`config.mk`:
```
export PLATFORM = sky130hd
export DESIGN_NAME = tdm_frame_builder
export DESIGN_NICKNAME = d
export VERILOG_FILES = /design/src/rtl/tdm_pkg.sv /design/src/rtl/tdm_pn_gen.sv /design/src/rtl/tdm_frame_seq.sv /design/src/rtl/tdm_word_bank.sv /design/src/rtl/tdm_frame_builder.sv
export SDC_FILE = /design/constraint.sdc
export NUM_CORES = 1
export LEC_CHECK = 0
export BUFFER_PORTS_ARGS = -buffer_cell sky130_fd_sc_hd__buf_4
export CORE_MARGIN = 2
export CORE_UTILIZATION = 45
export DETAILED_ROUTE_END_ITERATION = 12
export HOLD_SLACK_MARGIN = 0.08
export PLACE_DENSITY = 0.66
export SLEW_MARGIN = 25
export SYNTH_ARGS = -nofsm -noshare
export SYNTH_HDL_FRONTEND = slang
export SYNTH_SLANG_ARGS = --single-unit
export TNS_END_PERCENT = 20
```
`constraint.sdc`:
```
create_clock -name clk -period 5.2 [get_ports clk]
set_input_delay 1.04 -clock clk [delete_from_list [all_inputs] [get_ports clk]]
set_output_delay 1.04 -clock clk [all_outputs]
set_load 0.01 [all_outputs]
```
`src/rtl/tdm_pkg.sv`:
```
package tdm_pkg;

  localparam int PN_LEN = 15;
  localparam int PN_STAGES = 4;
  localparam logic [PN_STAGES-1:0] PN_SEED = 4'b0001;

  typedef enum logic {PH_SYNC, PH_DATA} phase_t;

  // One shift of the x^4 + x^3 + 1 register: left shift, feedback of the top two stages
  function automatic logic [PN_STAGES-1:0] pn_step(input logic [PN_STAGES-1:0] s);
    return {s[2:0], s[3] ^ s[2]};
  endfunction

  function automatic int frame_len(input int n_ch, input int word_w);
    return PN_LEN + n_ch * word_w;
  endfunction

  function automatic int idx_width(input int count);
    return (count > 1) ? $clog2(count) : 1;
  endfunction

endpackage

```
`src/rtl/tdm_pn_gen.sv`:
```
module tdm_pn_gen
  import tdm_pkg::*;
(
  input  logic                 clk,
  input  logic                 rst,
  input  logic                 adv,
  input  logic                 restart,
  output logic                 chip,
  output logic [PN_STAGES-1:0] pn_state
);

  logic [PN_STAGES-1:0] pn_q;

  always_ff @(posedge clk) begin
    if (rst || restart) pn_q <= PN_SEED;
    else if (adv)       pn_q <= pn_step(pn_q);
  end

  assign chip     = pn_q[PN_STAGES-1];
  assign pn_state = pn_q;

  p_pn_nonzero_r2: assert property (@(posedge clk) disable iff (rst)
    pn_q != '0);

  p_pn_reseed_r2: assert property (@(posedge clk) disable iff (rst)
    restart |=> pn_q == PN_SEED);

endmodule

```
`src/rtl/tdm_frame_seq.sv`:
```
module tdm_frame_seq
  import tdm_pkg::*;
#(
  parameter int N_CH   = 4,
  parameter int WORD_W = 8,
  localparam int CHIP_W = idx_width(PN_LEN),
  localparam int CH_W   = idx_width(N_CH),
  localparam int BIT_W  = idx_width(WORD_W)
) (
  input  logic             clk,
  input  logic             rst,
  output phase_t           phase,
  output logic [CH_W-1:0]  ch_idx,
  output logic [BIT_W-1:0] bit_idx,
  output logic             sync_adv,
  output logic             sync_last,
  output logic             frame_start
);

  phase_t              phase_q;
  logic [CHIP_W-1:0]   chip_q;
  logic [CH_W-1:0]     ch_q;
  logic [BIT_W-1:0]    bit_q;
  logic                word_last;
  logic                data_last;

  assign sync_last   = (phase_q == PH_SYNC) && (chip_q == CHIP_W'(PN_LEN - 1));
  assign sync_adv    = (phase_q == PH_SYNC) && !sync_last;
  assign frame_start = (phase_q == PH_SYNC) && (chip_q == '0);
  assign word_last   = (phase_q == PH_DATA) && (bit_q == '0);
  assign data_last   = word_last && (ch_q == CH_W'(N_CH - 1));

  always_ff @(posedge clk) begin
    if (rst) begin
      phase_q <= PH_SYNC;
      chip_q  <= '0;
      ch_q    <= '0;
      bit_q   <= BIT_W'(WORD_W - 1);
    end else begin
      case (phase_q)
        PH_SYNC: begin
          if (sync_last) begin
            phase_q <= PH_DATA;
            chip_q  <= '0;
            ch_q    <= '0;
            bit_q   <= BIT_W'(WORD_W - 1);
          end else begin
            chip_q <= chip_q + CHIP_W'(1);
          end
        end
        default: begin
          if (word_last) begin
            bit_q <= BIT_W'(WORD_W - 1);
            if (data_last) begin
              phase_q <= PH_SYNC;
              ch_q    <= '0;
            end else begin
              ch_q <= ch_q + CH_W'(1);
            end
          end else begin
            bit_q <= bit_q - BIT_W'(1);
          end
        end
      endcase
    end
  end

  assign phase   = phase_q;
  assign ch_idx  = ch_q;
  assign bit_idx = bit_q;

  p_sync_to_data_r1: assert property (@(posedge clk) disable iff (rst)
    sync_last |=> (phase_q == PH_DATA) && (ch_q == '0) && (bit_q == BIT_W'(WORD_W - 1)));

  p_data_to_sync_r1: assert property (@(posedge clk) disable iff (rst)
    data_last |=> frame_start);

  p_start_single_r3: assert property (@(posedge clk) disable iff (rst)
    frame_start |=> !frame_start);

endmodule

```
`src/rtl/tdm_word_bank.sv`:
```
module tdm_word_bank
  import tdm_pkg::*;
#(
  parameter int N_CH   = 4,
  parameter int WORD_W = 8,
  localparam int NW    = N_CH * WORD_W,
  localparam int CH_W  = idx_width(N_CH),
  localparam int BIT_W = idx_width(WORD_W)
) (
  input  logic             clk,
  input  logic             rst,
  input  logic             cap_en,
  input  logic [NW-1:0]    wr_data,
  input  logic [CH_W-1:0]  sel_ch,
  input  logic [BIT_W-1:0] sel_bit,
  output logic             bit_out
);

  logic [WORD_W-1:0] word_q [N_CH];
  logic [NW-1:0]     bank_flat;

  for (genvar g = 0; g < N_CH; g++) begin : g_ch
    always_ff @(posedge clk) begin
      if (rst)         word_q[g] <= '0;
      else if (cap_en) word_q[g] <= wr_data[g*WORD_W +: WORD_W];
    end
    assign bank_flat[g*WORD_W +: WORD_W] = word_q[g];
  end

  assign bit_out = word_q[sel_ch][sel_bit];

  p_capture_r4: assert property (@(posedge clk) disable iff (rst)
    cap_en |=> bank_flat == $past(wr_data));

  p_hold_r5: assert property (@(posedge clk) disable iff (rst)
    !cap_en |=> bank_flat == $past(bank_flat));

endmodule

```
`src/rtl/tdm_frame_builder.sv`:
```
module tdm_frame_builder
  import tdm_pkg::*;
#(
  parameter int N_CH   = 4,
  parameter int WORD_W = 8,
  localparam int NW        = N_CH * WORD_W,
  localparam int CH_W      = idx_width(N_CH),
  localparam int BIT_W     = idx_width(WORD_W),
  localparam int FRAME_LEN = frame_len(N_CH, WORD_W)
) (
  input  logic          clk,
  input  logic          rst,
  input  logic          ld_req,
  input  logic [NW-1:0] ch_data,
  output logic          ld_take,
  output logic          ser_out,
  output logic          frame_start
);

  phase_t               phase;
  logic [CH_W-1:0]      ch_idx;
  logic [BIT_W-1:0]     bit_idx;
  logic                 sync_adv;
  logic                 sync_last;
  logic                 pn_chip;
  logic [PN_STAGES-1:0] pn_state;
  logic                 data_bit;

  tdm_frame_seq #(.N_CH(N_CH), .WORD_W(WORD_W)) u_seq (
    .clk         (clk),
    .rst         (rst),
    .phase       (phase),
    .ch_idx      (ch_idx),
    .bit_idx     (bit_idx),
    .sync_adv    (sync_adv),
    .sync_last   (sync_last),
    .frame_start (frame_start)
  );

  tdm_pn_gen u_pn (
    .clk      (clk),
    .rst      (rst),
    .adv      (sync_adv),
    .restart  (sync_last),
    .chip     (pn_chip),
    .pn_state (pn_state)
  );

  assign ld_take = ld_req && sync_last;

  tdm_word_bank #(.N_CH(N_CH), .WORD_W(WORD_W)) u_bank (
    .clk     (clk),
    .rst     (rst),
    .cap_en  (ld_take),
    .wr_data (ch_data),
    .sel_ch  (ch_idx),
    .sel_bit (bit_idx),
    .bit_out (data_bit)
  );

  assign ser_out = (phase == PH_SYNC) ? pn_chip : data_bit;

  // Cycle distance between frame markers, kept for the period check
  int unsigned gap_q;
  logic        seen_q;

  always_ff @(posedge clk) begin
    if (rst) begin
      gap_q  <= 0;
      seen_q <= 1'b0;
    end else if (frame_start) begin
      gap_q  <= 0;
      seen_q <= 1'b1;
    end else begin
      gap_q <= gap_q + 1;
    end
  end

  p_frame_period_r3: assert property (@(posedge clk) disable iff (rst)
    (frame_start && seen_q) |-> (gap_q == FRAME_LEN - 1));

  p_reset_home_r6: assert property (@(posedge clk)
    rst |=> frame_start && (pn_state == PN_SEED));

endmodule

```
==> flow_metrics.tcl <==
set metrics [dict create \
    cts_resized 0 \
    clk_pin_slew_ps 80 \
    grtUsageMet3_pct 4.74 \
    post-cts-setup-buffers 0 \
    fin_skew_ps 8.63 \
    setup.worst_path.class "flip-flop to output port" \
    synth_fp_nets 220 \
    grt-ovfl-total 0 \
    drt_iter0_drc 66 \
    p_total_uw 722 \
    rsz0062_at_grt "false" \
    grt_use_met1_pct 21.0 \
    maxCapViolCount 0 \
    viasPerCell 4.99 \
    dp.cells 276 \
    wirelength_um 3700 \
    cp_top_family "flip-flops" \
    top_usage_layer "met2" \
    hold_viol 0 \
    ys_warn_count 0 \
    met2_usage_pct 23.2 \
    fin_setup_tns_ps 0 \
    row_count 25 \
    synth_edf_count 32 \
    fmax_mhz 330 \
    htreeDepth 2 \
    hp-class "flip-flop to flip-flop" \
    final_cell_count_no_fill 284 \
    ioPinCount 38 \
    critical_path_buf_inv_count 1 \
    cts_sinks 48 \
    cts_tree "done" \
    cts_buffers 5 \
    vias 1417 \
    die-area_um2 5510 \
    path_max_fanout 10 \
    required_ps 4160 \
    die_h_um 74.3 \
    synthesis.area_um2 2220 \
    core_area_um2 4750 \
    endpoint_kind "output port" \
    io_buffers 37 \
    setup_viol 0 \
    synthCells 179 \
    detail-route-antenna-nets 0 \
    antenna_found_initial 0 \
    synthArstFlopShare_pct 0 \
    synthFlopType "edfxtp_1" \
    powerDensity_nw_per_um2 272 \
    synth.distinct_cells 38 \
    fin_util_pct 55.8 \
    grt_pass1_vias 1373 \
    crit_path_cell_trace "mux4_2 > nand2_1 > a211o_1 > a221oi_2 > buf_4" \
    grt_max_degree 33 \
    avgSynthCellArea_um2 12.4 \
    max_stage_delay_ps 590 \
    cts_buffer_depth 2 \
    cts-root-buf "clkbuf_8" \
    ys_seq_elements 48 \
    nNetsFinal 257 \
    crit_path_start_kind "flip-flop" \
    max_slew_margin_pct 60.7 \
    hpwl_um 2840 \
    finalWeightedCongestion 0.880 \
    irDropWorstVdd_uv 126 \
    firstDrtPassIters 4 \
    worst_pin_slew_ps 587 \
    insertion_delay_ps 290 \
    area_delta_synth_final_pct 19.5 \
    ys_seq_area_share_pct 57.7 \
    grt_pass1_wl_um 6350 \
    status "finished, final reports clean" \
    wl_per_cell_um 13.0 \
    start_util_pct 46.7 \
    leakage_nw 1.07 \
    drc 0 \
    final_layout_size_suffix_gt1_share_pct 23.5 \
    drv_slew 0 \
    period_needed_ps 3030 \
    post-route-period-util_pct 58.2 \
    cts_hold_buf 0 \
    crit_slowest_cell "dfxtp_1" \
    die_w_um 74.3 \
    whs_ps 473 \
    grt_usage_pct 15.3 \
    num_antenna_cells 0 \
    critical_path_arrival_ps 1990 \
]
[placed cells by master, fill, tap and decap left out, types with 2 or more instances in the layout]
| master | synthesis | routed |
|---|---|---|
| buf_4 | 0 | 39 |
| and2_1 | 32 | 32 |
| edfxtp_1 | 32 | 32 |
| dfxtp_1 | 16 | 16 |
| nand2_1 | 14 | 14 |
| nor2_1 | 9 | 9 |
| a21oi_1 | 9 | 9 |
| ha_1 | 6 | 6 |
| mux2i_1 | 5 | 5 |
| clkbuf_8 | 0 | 5 |
| mux4_1 | 4 | 4 |
| inv_1 | 3 | 3 |
| nor2b_1 | 3 | 3 |
| nand3_1 | 3 | 3 |
| inv_2 | 2 | 2 |
| nand2b_1 | 2 | 2 |
| mux4_2 | 2 | 2 |
| a211o_1 | 2 | 2 |
| a22oi_1 | 2 | 2 |
| a31oi_1 | 2 | 2 |
| nor3_1 | 2 | 2 |
| a32oi_1 | 2 | 2 |
| or2_1 | 2 | 2 |
| o22ai_1 | 2 | 2 |
| xnor2_1 | 2 | 2 |
| clkinv_1 | 0 | 2 |
[worst paths after layout]
check | start | end | slack [ps] | depth (start not counted)
max | flip-flop | ser_out | 2170 | 5
min | u_pn.pn_state[1]$_SDFFE_PP0P_ | u_pn.pn_state[1]$_SDFFE_PP0P_ | 470 | 2
max reg2reg | u_seq.chip_q[0]$_SDFFE_PP0N_ | u_bank.word_q[2][2]$_SDFFCE_PN0P_ | 3350 | 6
min reg2reg | u_pn.pn_state[1]$_SDFFE_PP0P_ | u_pn.pn_state[1]$_SDFFE_PP0P_ | 470 | 2
[through the flow]
stage          setup WS (ps)  instance area (µm²)
3_5_place_dp            2480                 2550
2_1_floorplan           2670                 2220
3_3_place_gp            2530                 2550
5_1_grt                 2000                 2660
4_1_cts                 2140                 2660
6_report                2170                 2660
[Yosys cell counts, types with 2 or more instances]
library cell   n  area share, %
inv_1          3           0.51
mux4_2         2            2.0
nor3_1         2           0.45
a211o_1        2           0.79
and2_1        32            9.0
edfxtp_1      32             43
buf_2          6            1.4
ha_1           6            3.4
mux4_1         4            4.7
xnor2_1        2           0.79
or2_1          2           0.56
dfxtp_1       16             14
nand2_1       14            2.4
clkbuf_1       2           0.34
a22oi_1        2           0.68
a31oi_1        2           0.56
o22ai_1        2           0.56
a21oi_1        9            2.0
nor2b_1        3           0.85
mux2i_1        5            2.3
nand2b_1       2           0.56
nand3_1        3           0.68
inv_2          2           0.34
a32oi_1        2           0.79
nor2_1         9            1.5
[final cells by class]
cell class / count / area [µm²]
tap: 67 / 83.8
multi-input combinational: 116 / 861
timing repair buffer: 39 / 293
fill: 431 / 2100
clock buffer: 5 / 68.8
sequential: 48 / 1280
clock inverter: 3 / 37.5
inverter: 6 / 30.0
[worst register-to-register path, cell delays in order (launching register included)]
cell and delay [ps]:
dfxtp_1 340, inv_1 110, ha_1 200, and4b_1 300
nand2_1 120, nand2b_1 90, buf_4 350
[report_power, final]
group	internal, mW	switching, mW
clock	0.140	0.114
sequential	0.418	0.00665
combinational	0.0275	0.0163
[registers in the layout, indices dropped and copies added, names as in the netlist, named ones only]
signal,cells
u_seq.chip_q,4
u_bank.word_q,32
u_seq.ch_idx,2
u_pn.pn_state,4
u_seq.phase,1
u_seq.bit_idx,3
[routing by layer]
metal / vias to the layer above / wire length (µm)
met2: 32 / 1800
met1: 660 / 1640
met3: 6 / 198
li1: 719 / -
met4: 0 / 55
met5: - / 0
[kinds of logic after synthesis]
family	synth area share [%]
buf+inv	3.55
xor+xnor	1.18
compound gates	6.99
simple gates	18.2
flops	57.7
mux	9.01
fa+ha+maj	3.38
Note: power is estimated with default switching activity, not from simulation.
